==> src/rtl/sflash_cmd_fe.sv <==
module sflash_cmd_fe #(
  parameter int CHIP_CYC = 2000,
  parameter int BLK_CYC  = 500,
  parameter logic [7:0] DEV_ID = 8'h15
) (
  input  logic        clk,
  input  logic        rst_n,
  input  logic        cs_n,
  input  logic        sclk,
  input  logic        si,
  input  logic [2:0]  blk_prot,
  output logic        so,
  output logic        wip_o,
  output logic        wel_o,
  output logic        dpd_o,
  output logic [23:0] erase_addr
);
  localparam int MAXC = (CHIP_CYC > BLK_CYC) ? CHIP_CYC : BLK_CYC;
  localparam int TW   = $clog2(MAXC + 1);

  logic [2:0]    sck_q, csn_q;
  logic [1:0]    si_q;
  logic [5:0]    cnt;
  logic [30:0]   sh;
  logic [7:0]    op;
  logic [TW-1:0] tmr;

  wire sck_rise = sck_q[1] & ~sck_q[2];
  wire sel      = ~csn_q[1];
  wire cs_rise  = csn_q[1] & ~csn_q[2];
  wire din      = si_q[1];

  wire idle_ok   = !wip_o && !dpd_o;
  wire can_erase = idle_ok && wel_o && (blk_prot == 3'b000);
  wire go_ce   = cs_rise && cnt == 6'd8  && (op == 8'h60 || op == 8'hC7) && can_erase;
  wire go_be   = cs_rise && cnt == 6'd32 && op == 8'hD8 && can_erase;
  wire go_wren = cs_rise && cnt == 6'd8  && op == 8'h06 && idle_ok;
  wire go_dp   = cs_rise && cnt == 6'd8  && op == 8'hB9 && idle_ok;
  wire go_rel  = cs_rise && cnt >= 6'd8  && op == 8'hAB && dpd_o;

  wire [7:0] status   = {3'b000, blk_prot, wel_o, wip_o};
  wire [7:0] out_byte = (op == 8'h05 && !dpd_o) ? status :
                        (op == 8'hAB)           ? DEV_ID : 8'h00;

  always_ff @(posedge clk or negedge rst_n) begin
    if (!rst_n) begin
      sck_q <= '0;
      csn_q <= '1;
      si_q  <= '0;
    end else begin
      sck_q <= {sck_q[1:0], sclk};
      csn_q <= {csn_q[1:0], cs_n};
      si_q  <= {si_q[0], si};
    end
  end

  always_ff @(posedge clk or negedge rst_n) begin
    if (!rst_n) begin
      cnt <= '0;
      sh  <= '0;
      op  <= '0;
    end else if (!sel) begin
      cnt <= '0;
      op  <= '0;
    end else if (sck_rise) begin
      sh <= {sh[29:0], din};
      if (cnt != 6'd63) cnt <= cnt + 6'd1;
      if (cnt == 6'd7) op <= {sh[6:0], din};
    end
  end

  always_ff @(posedge clk or negedge rst_n) begin
    if (!rst_n) so <= 1'b0;
    else        so <= sel && cnt >= 6'd8 && cnt != 6'd63 && out_byte[~cnt[2:0]];
  end

  always_ff @(posedge clk or negedge rst_n) begin
    if (!rst_n) begin
      wip_o      <= 1'b0;
      tmr        <= '0;
      erase_addr <= '0;
    end else if (go_ce) begin
      wip_o <= 1'b1;
      tmr   <= TW'(CHIP_CYC - 1);
    end else if (go_be) begin
      wip_o      <= 1'b1;
      tmr        <= TW'(BLK_CYC - 1);
      erase_addr <= sh[23:0];
    end else if (wip_o) begin
      if (tmr == '0) wip_o <= 1'b0;
      else           tmr   <= tmr - 1'b1;
    end
  end

  always_ff @(posedge clk or negedge rst_n) begin
    if (!rst_n)              wel_o <= 1'b0;
    else if (go_ce || go_be) wel_o <= 1'b0;
    else if (go_wren)        wel_o <= 1'b1;
  end

  always_ff @(posedge clk or negedge rst_n) begin
    if (!rst_n)      dpd_o <= 1'b0;
    else if (go_dp)  dpd_o <= 1'b1;
    else if (go_rel) dpd_o <= 1'b0;
  end

  p_erase_needs_wel_r6: assert property (@(posedge clk) disable iff (!rst_n)
    $rose(wip_o) |-> $past(wel_o));
  p_erase_unprotected_r6: assert property (@(posedge clk) disable iff (!rst_n)
    $rose(wip_o) |-> $past(blk_prot) == 3'b000);
  p_wel_cleared_r7: assert property (@(posedge clk) disable iff (!rst_n)
    $rose(wip_o) |-> !wel_o);
  p_busy_holds_r7: assert property (@(posedge clk) disable iff (!rst_n)
    (wip_o && tmr != '0) |=> wip_o);
  p_no_erase_in_pd_r9: assert property (@(posedge clk) disable iff (!rst_n)
    $rose(wip_o) |-> !$past(dpd_o));
  p_no_pd_when_busy_r11: assert property (@(posedge clk) disable iff (!rst_n)
    $rose(dpd_o) |-> !$past(wip_o));
  p_wel_frozen_busy_r11: assert property (@(posedge clk) disable iff (!rst_n)
    (wip_o && $past(wip_o)) |-> !$rose(wel_o));
endmodule

==> config.mk <==
export PLATFORM = sky130hd
export DESIGN_NAME = sflash_cmd_fe
export DESIGN_NICKNAME = d
export VERILOG_FILES = /design/src/rtl/sflash_cmd_fe.sv
export SDC_FILE = /design/constraint.sdc
export NUM_CORES = 1
export LEC_CHECK = 0
export BUFFER_PORTS_ARGS = -buffer_cell sky130_fd_sc_hd__buf_2
export CAP_MARGIN = 20
export CORE_ASPECT_RATIO = 0.5
export CORE_UTILIZATION = 45
export CTS_BUF_LIST = sky130_fd_sc_hd__clkbuf_16
export DETAILED_ROUTE_END_ITERATION = 12
export PLACE_DENSITY = 0.68
export SLEW_MARGIN = 20
export SYNTH_ARGS = -nofsm -noshare
export SYNTH_HDL_FRONTEND = slang
export SYNTH_SLANG_ARGS = --single-unit
==> constraint.sdc <==
create_clock -name clk -period 5.95 [get_ports clk]
set_input_delay 1.19 -clock clk [delete_from_list [all_inputs] [get_ports clk]]
set_output_delay 1.19 -clock clk [all_outputs]
set_load 0.05 [all_outputs]
Word-level counts from Yosys, hierarchy flattened
Cells that the tools add are included.
{"block": "word_totals", "word_cells": 94, "reg_bits": 85, "in_bits": 8, "out_inout_bits": 28}
{"block": "op_classes", "n_lt_le_gt_ge": 2, "n_reduce_logical": 37, "n_eq_ne": 12, "muxes": 22, "bitwise_logic": 7, "addsub": 2}
{"cell": "$mux 11", "n": 4}
{"cell": "$eq 8x8->1 const B", "n": 4}
{"cell": "$mux 8", "n": 3}
{"cell": "$logic_and 1x1->1", "n": 20}
{"cell": "$mux 6", "n": 3}
{"cell": "$eq 8x3->1 const B", "n": 2}
{"cell": "$logic_not 11->1", "n": 1}
{"cell": "$sub 11x1->11 const B", "n": 1}
{"cell": "$mux 5", "n": 2}
{"cell": "$reduce_and 2->1", "n": 5}
{"cell": "$reduce_bool 2->1", "n": 5}
{"cell": "$mux 1", "n": 9}
{"cell": "$eq 8x7->1 const B", "n": 1}
{"cell": "$add 6x1->6 const B", "n": 1}
{"cell": "$eq 6x3->1 const B", "n": 1}
{"cell": "$eq 6x4->1 const B", "n": 1}
{"cell": "$eq 6x6->1 const B", "n": 1}
{"cell": "$ge 6x4->1 const B", "n": 1}
{"cell": "$ne 6x6->1 const B", "n": 1}
{"cell": "$lt 3x4->1 const B", "n": 1}
{"cell": "$not 1->1", "n": 4}
{"cell": "$bmux 1 s3", "n": 1}
{"cell": "$logic_not 3->1", "n": 1}
{"cell": "$ne 3x3->1 const B", "n": 1}
{"cell": "other kinds (5)", "n": 8}

Depth between registers and ports, before layout
Gate-level depths: netlist of run 1.
{"block": "logic_depth", "ltp_word": 7, "depth_mapped": 9, "depth_no_buf": 7}

Worst setup path before layout of run 1
OpenSTA, ideal clock, no wires.
{"block": "synth_path", "path_kind": "input to register", "from": "in blk_prot[0]", "to": "reg erase_addr[10]", "setup_slack_ps": 3439, "n_path_buf": 1, "required_time_ps": 5825, "cell_stages": 5, "arrival_ps": 2386, "setup_time_ps": 125, "path_cell_list": "nor3b_1 > nand4b_1 > nor3_4 > buf_4 > mux2_2"}
{"block": "synth_via", "elab_chain_len": 5, "elab_cells_between_ends": 6, "classes_between": "bitwise: 1; reduce/logical: 5"}
{"element": "start: declaration", "line_no": "11", "text": "input logic [2:0] blk_prot,"}
{"element": "$logic_not 3->1 (*)", "line_no": "34", "text": "wire can_erase = idle_ok && wel_o && (blk_prot == 3'b000);"}
{"element": "$logic_and 1x1->1 (*)", "line_no": "34"}
{"element": "$logic_and 1x1->1", "line_no": "35", "text": "wire go_ce = cs_rise && cnt == 6'd8 && (op == 8'h60 || op == 8'hC7) && can_erase;"}
{"element": "$not 1->1 (no line)"}
{"element": "$reduce_and 2->1 (no line) (*)"}
{"element": "end signal: assignment", "line_no": "88", "text": "erase_addr <= sh[23:0];"}
{"element": "end: declaration", "line_no": "16", "text": "output logic [23:0] erase_addr"}
Every way passes the cells marked *; elsewhere a longest branch is shown, timed or not.
A chain may end at the register's enable or synchronous reset.

Worst setup path in the final report of run 1
{"block": "layout_path", "from": "in blk_prot[0]", "to": "reg tmr[2]"}
{"block": "layout_via", "elab_chain_len": 5, "elab_cells_between_ends": 9, "classes_between": "eq/ne: 1; mux: 2; reduce/logical: 6"}
{"element": "$logic_not 3->1 (*)", "line_no": "34"}
{"element": "$logic_and 1x1->1 (*)", "line_no": "34"}
{"element": "$logic_and 1x1->1, on equally long branches", "line_no": "35, 36"}
{"element": "$ne 3x3->1 (no line) (tied with other cells)"}
{"element": "$reduce_and 2->1 (no line) / $mux 11 (equally long branches)"}
{"element": "end signal: assignment", "line_no": "84", "text": "tmr <= TW'(CHIP_CYC - 1);"}
{"element": "end signal: assignment", "line_no": "87", "text": "tmr <= TW'(BLK_CYC - 1);"}
{"element": "end signal: assignment", "line_no": "91", "text": "else tmr <= tmr - 1'b1;"}
{"element": "end: declaration", "line_no": "26", "text": "logic [TW-1:0] tmr;"}
Marks and branches as above.

==> results.json, run 1 <==
{
  "status": "complete, no violations",
  "cp.arrival_ns": 2.83,
  "hold_viol": 0,
  "switchingPower_w": 0.0002663,
  "slowest_stage": "buf_4",
  "synthTopCellsByCount": "dfrtp_1 (82), mux2_2 (49), nor2_1 (27)",
  "cts_sinks": 85,
  "nets": 332,
  "fin_skew_ns": 0.004226,
  "avgSynthCellArea_um2": 12.79,
  "fin_crit_ns": 2.619,
  "grt_overflow": 0,
  "rrSetupSlack_ns": 3.39,
  "ctsHoldBuffers": 0,
  "cts_tree": "built",
  "rsz0062_at_grt": "false",
  "boundaryPins": 36,
  "dp_hpwl_um": 4431,
  "postSynth.asyncResetShare_pct": 100.0,
  "p_int_w": 0.0009118,
  "synth_area_leaders": "dfrtp_1 (57%), mux2_2 (15%), nor2_1 (2.8%), dfstp_2 (2.2%), a22o_1 (1.7%)",
  "place_ws_ns": 2.968,
  "port_buffers": 35,
  "antenna_found_initial": 0,
  "die_area_um2": 8431,
  "setup_slack_ns": 3.331,
  "grt_usage_pct": 17.62,
  "crit_path_cell_trace": "buf_2 -> nor3b_1 -> nand4b_1 -> nor3_4 -> buf_4 -> o22ai_1 -> a211o_1",
  "cp.required_ns": 6.17,
  "cts_resized": 0,
  "cap_violations": 0,
  "clockRootBuffer": "clkbuf_16",
  "cts_setup_buffers": 0,
  "core_area_um2": 7542,
  "syn_to_final_growth_pct": 14.86,
  "cp-start-kind": "input port",
  "path_class": "input port to register",
  "peakVddDrop_uv": 166.3,
  "wire_per_inst_um": 15.42,
  "seq_power_share_pct": 54.2,
  "yosysTopAreaCellShare_pct": 56.67,
  "final_max_slew_viol_count": 0,
  "synth.distinct_cells": 48,
  "htreeDepth": 3,
  "die_h_um": 65.43,
  "synth-seq-cells": 85,
  "rows": 22,
  "p_leak_nw": 1.980,
  "post_synth_inst_count": 283,
  "p_total_w": 0.001178,
  "netlist_area_um2": 3621,
  "place_congestion": 0.8594,
  "crit_fanout": 33,
  "slew_headroom_pct": 50.22,
  "synth_most_common_cell": "dfrtp_1",
  "grt_pass1_vias": 2322,
  "grt_pass1_wl_um": 11120,
  "end_kind": "register",
  "yosys.area.top_type": "dfrtp_1",
  "yosysWarnings": 0,
  "vias": 2397,
  "cts_buffers": 9,
  "setup_viol": 0,
  "grt_max_degree": 86,
  "switching_share_pct": 22.60,
  "layout-drive-gt1-share_pct": 33.74,
  "antenna_cells": 0,
  "power_frac_clock_pct": 41.5,
  "fp.dieW_um": 128.9,
  "initial_core_util_pct": 48.01,
  "synth_nets": 294,
  "synth_edf_count": 0,
  "firstDrtPassIters": 5,
  "max_freq_mhz": 381.8,
  "drtIter0Drc": 205,
  "comb_power_share_pct": 4.3,
  "routed_wl_um": 6692,
  "clock_path_buffers": 2,
  "cpPeakStageDelay_ns": 0.39,
  "min_period_over_period_pct": 44.02,
  "ys.flop_type": "dfrtp_1",
  "clk_pin_slew_ns": 0.06,
  "yosysSeqAreaShare_pct": 58.85,
  "antenna_left": 0,
  "p_per_area_nw_per_um2": 283.3,
  "hold_path.class": "register to register",
  "tns_ns": 0,
  "drc": 0,
  "worstSkewPairLatency_ns": 0.33,
  "tightestPinTransition_ns": 0.7468,
  "via_per_inst": 5.523,
  "fill_cells": 674
}
## through the flow
step / std cells / hold slack (ns) / utilization (%) / area [um2]
floorplan: 283 / 0.3312 / - / 3621
global placement: 418 / 0.3413 / 51.63 / 3894
detailed placement: 418 / 0.3347 / 51.63 / 3894
CTS: 434 / 0.3483 / 55.09 / 4155
global route: 434 / 0.3556 / 55.14 / 4159
finish: 434 / 0.3473 / 55.14 / 4159
## registers in the layout, indices dropped and copies added (netlist names)
name,flops
erase_addr,24
tmr,11
cnt,6
wip_o,1
wel_o,1
sh,24
sck_q,3
si_q,2
csn_q,3
so,1
dpd_o,1
op,8
## power by group through the flow
stage | logic, W | clock network [W] | registers, W
2_1_floorplan | 0.0000355 | 0 | 0.000635
3_3_place_gp | 0.0000494 | 0 | 0.000647
3_5_place_dp | 0.0000515 | 0 | 0.000649
4_1_cts | 0.0000527 | 0.000502 | 0.000638
5_1_grt | 0.0000583 | 0.000522 | 0.000643
6_report | 0.0000512 | 0.000489 | 0.000638
## per-layer routing
metal | wire length, um | global-route usage [%] | vias to the layer above
met3 | 320 | 6.352 | 4
met1 | 3235 | 23.53 | 1219
met4 | 43 | 4.412 | 0
met2 | 3092 | 27.43 | 66
met5 | 0 | 0 | -
li1 | - | - | 1108
## cell families (layout without fill, tap and decap cells)
logic type	after synthesis	count (layout)	share of synthesized area (%)
DFF	85	85	58.85
AOI/OAI and AO/OA	33	33	7.533
xor gates and xnor gates	8	8	1.935
buffers and inverters	17	60	2.315
muxes	50	50	15.51
and+or+nand+nor	87	87	12.82
adders and majority gates	3	3	1.037
## layout by cell type, fill, tap and decap left out, types with 2 or more instances in the layout
cell type and count:
dfrtp_1 82, mux2_2 49, buf_2 34, nor2_1 26, nand2_1 16, inv_1 10
clkbuf_16 9, nor3_1 7, a22o_1 7, nand3_1 6, xor2_1 6, o21ai_0 5
nand2b_1 4, nor4_1 4, nand4_1 4, nor4b_1 3, o22ai_1 3, or4_1 3
ha_1 3, dfstp_2 3, a211oi_1 2, nand3b_1 2, nor4bb_1 2, nor3b_1 2
a21oi_1 2, a31oi_1 2, xnor2_1 2, a211o_1 2, clkinv_2 2, clkinvlp_4 2
buf_4 2
## critical path: cells and delay by family
| family | cells | cell delay, ns |
|---|---|---|
| AO/OA/AOI/OAI | 2 | 0.45 |
| buffers and inverters | 2 | 0.49 |
| AND/OR/NAND/NOR | 3 | 0.68 |
## worst paths after layout
path	to	cells after the start	start
max in group asynchronous	cnt[0]$_DFFE_PN0P_	1	rst_n
max	tmr[2]$_DFFE_PN0P_	7	blk_prot[0]
min reg2reg	sck_q[1]$_DFF_PN0_	0	sck_q[0]$_DFF_PN0_
min	sck_q[1]$_DFF_PN0_	0	sck_q[0]$_DFF_PN0_
max reg2reg	tmr[2]$_DFFE_PN0P_	8	cnt[0]$_DFFE_PN0P_
min in group asynchronous	erase_addr[11]$_DFFE_PN0P_	1	rst_n
## area by class of cell
cell class              count  area, um2  share of cell area (%)
clock buffers               9      225.2                   5.415
clock inverters             7      36.28                  0.8724
inverters                   7      26.28                  0.6318
multi-input cells         181       1409                   33.87
flip-flops and latches     85       2131                   51.23
well taps                 108      135.1                   3.249
repair buffers             37      196.4                   4.723
(Power assumes the default switching activity.)
==> inputs of run 2 (changes only) <==
--- a/config.mk
+++ b/config.mk
@@ -11,7 +11,7 @@
 export CORE_UTILIZATION = 45
 export CTS_BUF_LIST = sky130_fd_sc_hd__clkbuf_16
 export DETAILED_ROUTE_END_ITERATION = 12
-export PLACE_DENSITY = 0.68
+export PLACE_DENSITY = 0.71
 export SLEW_MARGIN = 20
 export SYNTH_ARGS = -nofsm -noshare
 export SYNTH_HDL_FRONTEND = slang
==> constraint.sdc (replaced) <==
create_clock -name clk -period 2.2 [get_ports clk]
set_input_delay 0.44 -clock clk [delete_from_list [all_inputs] [get_ports clk]]
set_output_delay 0.44 -clock clk [all_outputs]
set_load 0.05 [all_outputs]
==> results.json, run 2 (synthesis gave the netlist of run 1 again) <==
{
  "clock_path_buffers": 2,
  "port_buffers": 35,
  "crit_fanout": 10,
  "die_h_um": 65.43,
  "clk_pin_slew_ns": 0.06,
  "drc": 0,
  "grt_max_degree": 57,
  "via_per_inst": 5.408,
  "layout_commonest_cell": "dfrtp_1",
  "dp_hpwl_um": 4703,
  "fill_cells": 621,
  "rrSetupSlack_ns": 0.10,
  "layout-drive-gt1-share_pct": 36.39,
  "drtIter0Drc": 129,
  "firstDrtPassIters": 4,
  "tightestPinTransition_ns": 0.6995,
  "p_leak_nw": 2.061,
  "dpl.cell_count": 430,
  "cts_sinks": 85,
  "syn_to_final_growth_pct": 18.97,
  "cts_resized": 0,
  "die_area_um2": 8431,
  "fin_crit_ns": 2.097,
  "path_class": "register to register",
  "cts_buffers": 9,
  "place_congestion": 0.8820,
  "max_freq_mhz": 476.8,
  "p_total_w": 0.003315,
  "fin_util_pct": 57.12,
  "cap_violations": 0,
  "boundaryPins": 36,
  "ctsHoldBuffers": 0,
  "fin_skew_ns": 0.007213,
  "grt_pass1_wl_um": 11370,
  "hold_path.class": "input port to async pin",
  "fp.dieW_um": 128.9,
  "grt_overflow": 0,
  "cts_setup_buffers": 0,
  "antenna_found_initial": 0,
  "hold_viol": 0,
  "largest_registers": "erase_addr: 24 flops, sh: 24 flops, tmr: 11 flops",
  "cp.arrival_ns": 2.32,
  "antenna_cells": 0,
  "setup_viol": 0,
  "grt_usage_pct": 17.75,
  "r2r_cells": 7,
  "end_kind": "register",
  "antenna_left": 0,
  "nets": 344,
  "tns_ns": 0,
  "vias": 2412,
  "routed_wl_um": 6668,
  "fin_cells": 446,
  "core_area_um2": 7542,
  "cp.required_ns": 2.42,
  "rr_startpoint": "tmr[0]$_DFFE_PN0P_",
  "initial_core_util_pct": 48.01,
  "cts_tree": "built",
  "slew_headroom_pct": 53.36,
  "min_period_over_period_pct": 95.32,
  "htreeDepth": 3,
  "layout_common_cells": "dfrtp_1 (82), mux2_2 (49), buf_2 (34)",
  "rsz0062_at_grt": "false",
  "cp-start-kind": "register",
  "regToRegEndpoint": "tmr[5]$_DFFE_PN0P_",
  "worstSkewPairLatency_ns": 0.33,
  "status": "complete, no violations",
  "rows": 22,
  "clockRootBuffer": "clkbuf_16",
  "final_max_slew_viol_count": 0,
  "wire_per_inst_um": 14.95,
  "peakVddDrop_uv": 344.3,
  "p_per_area_nw_per_um2": 769.6,
  "grt_pass1_vias": 2324
}
-- run 2: layout make-up --
type                            count  area [um2]  share of cell area [%]
Sequential cell                    85        2131                   49.46
Multi-Input combinational cell    181        1424                   33.05
Timing Repair Buffer               49       299.0                   6.942
Clock buffer                        9       225.2                   5.228
Tap cell                          108       135.1                   3.137
Clock inverter                      7       67.56                   1.568
Inverter                            7       26.28                  0.6099
-- run 2: how the worst max path moves through the flow --
stage	startpoint	end	slack, ns	depth (start not counted)
final	tmr[0]$_DFFE_PN0P_	tmr[5]$_DFFE_PN0P_	0.10	7
after global routing	tmr[0]$_DFFE_PN0P_	tmr[5]$_DFFE_PN0P_	0.005	7
after global placement	cnt[0]$_DFFE_PN0P_	tmr[2]$_DFFE_PN0P_	0.14	8
after floorplan	cnt[0]$_DFFE_PN0P_	erase_addr[10]$_DFFE_PN0P_	0.09	8
after CTS	cnt[0]$_DFFE_PN0P_	tmr[3]$_DFFE_PN0P_	0.01	8
after detailed placement	cnt[0]$_DFFE_PN0P_	tmr[3]$_DFFE_PN0P_	0.02	8
-- run 2: layer usage --
layer,wire [um],vias to the layer above,track usage (%)
li1,-,1137,-
met1,3163,1213,23.63
met5,0,-,0
met4,102,0,7.353
met3,296,11,4.479
met2,3105,51,27.97
-- run 2: worst max-delay path: stages, from the launching register on --
cell and delay (ns):
dfrtp_1 0.38, inv_1 0.07, ha_1 0.23, nor4b_1 0.15, buf_4 0.14, a31oi_2 0.47
mux2_2 0.39, o21a_1 0.16
-- run 2: report_power, final --
| part | internal (W) | total (W) | leakage, nW | switching [W] |
|---|---|---|---|---|
| Sequential | 0.00165 | 0.00172 | 1.11 | 0.0000728 |
| Combinational | 0.0000846 | 0.000162 | 0.805 | 0.0000771 |
| Clock | 0.000872 | 0.00143 | 0.146 | 0.000563 |
-- run 2: stage by stage --
step	hold WS, ns	area [um2]	setup WS (ns)
final	0.1590	4308	0.1029
after global routing	0.2102	4308	0.004736
after CTS	0.1838	4289	0.01480
after detailed placement	0.3370	3996	0.02067
after global placement	0.3326	3996	0.1356
after floorplan	0.1444	3621	0.08932
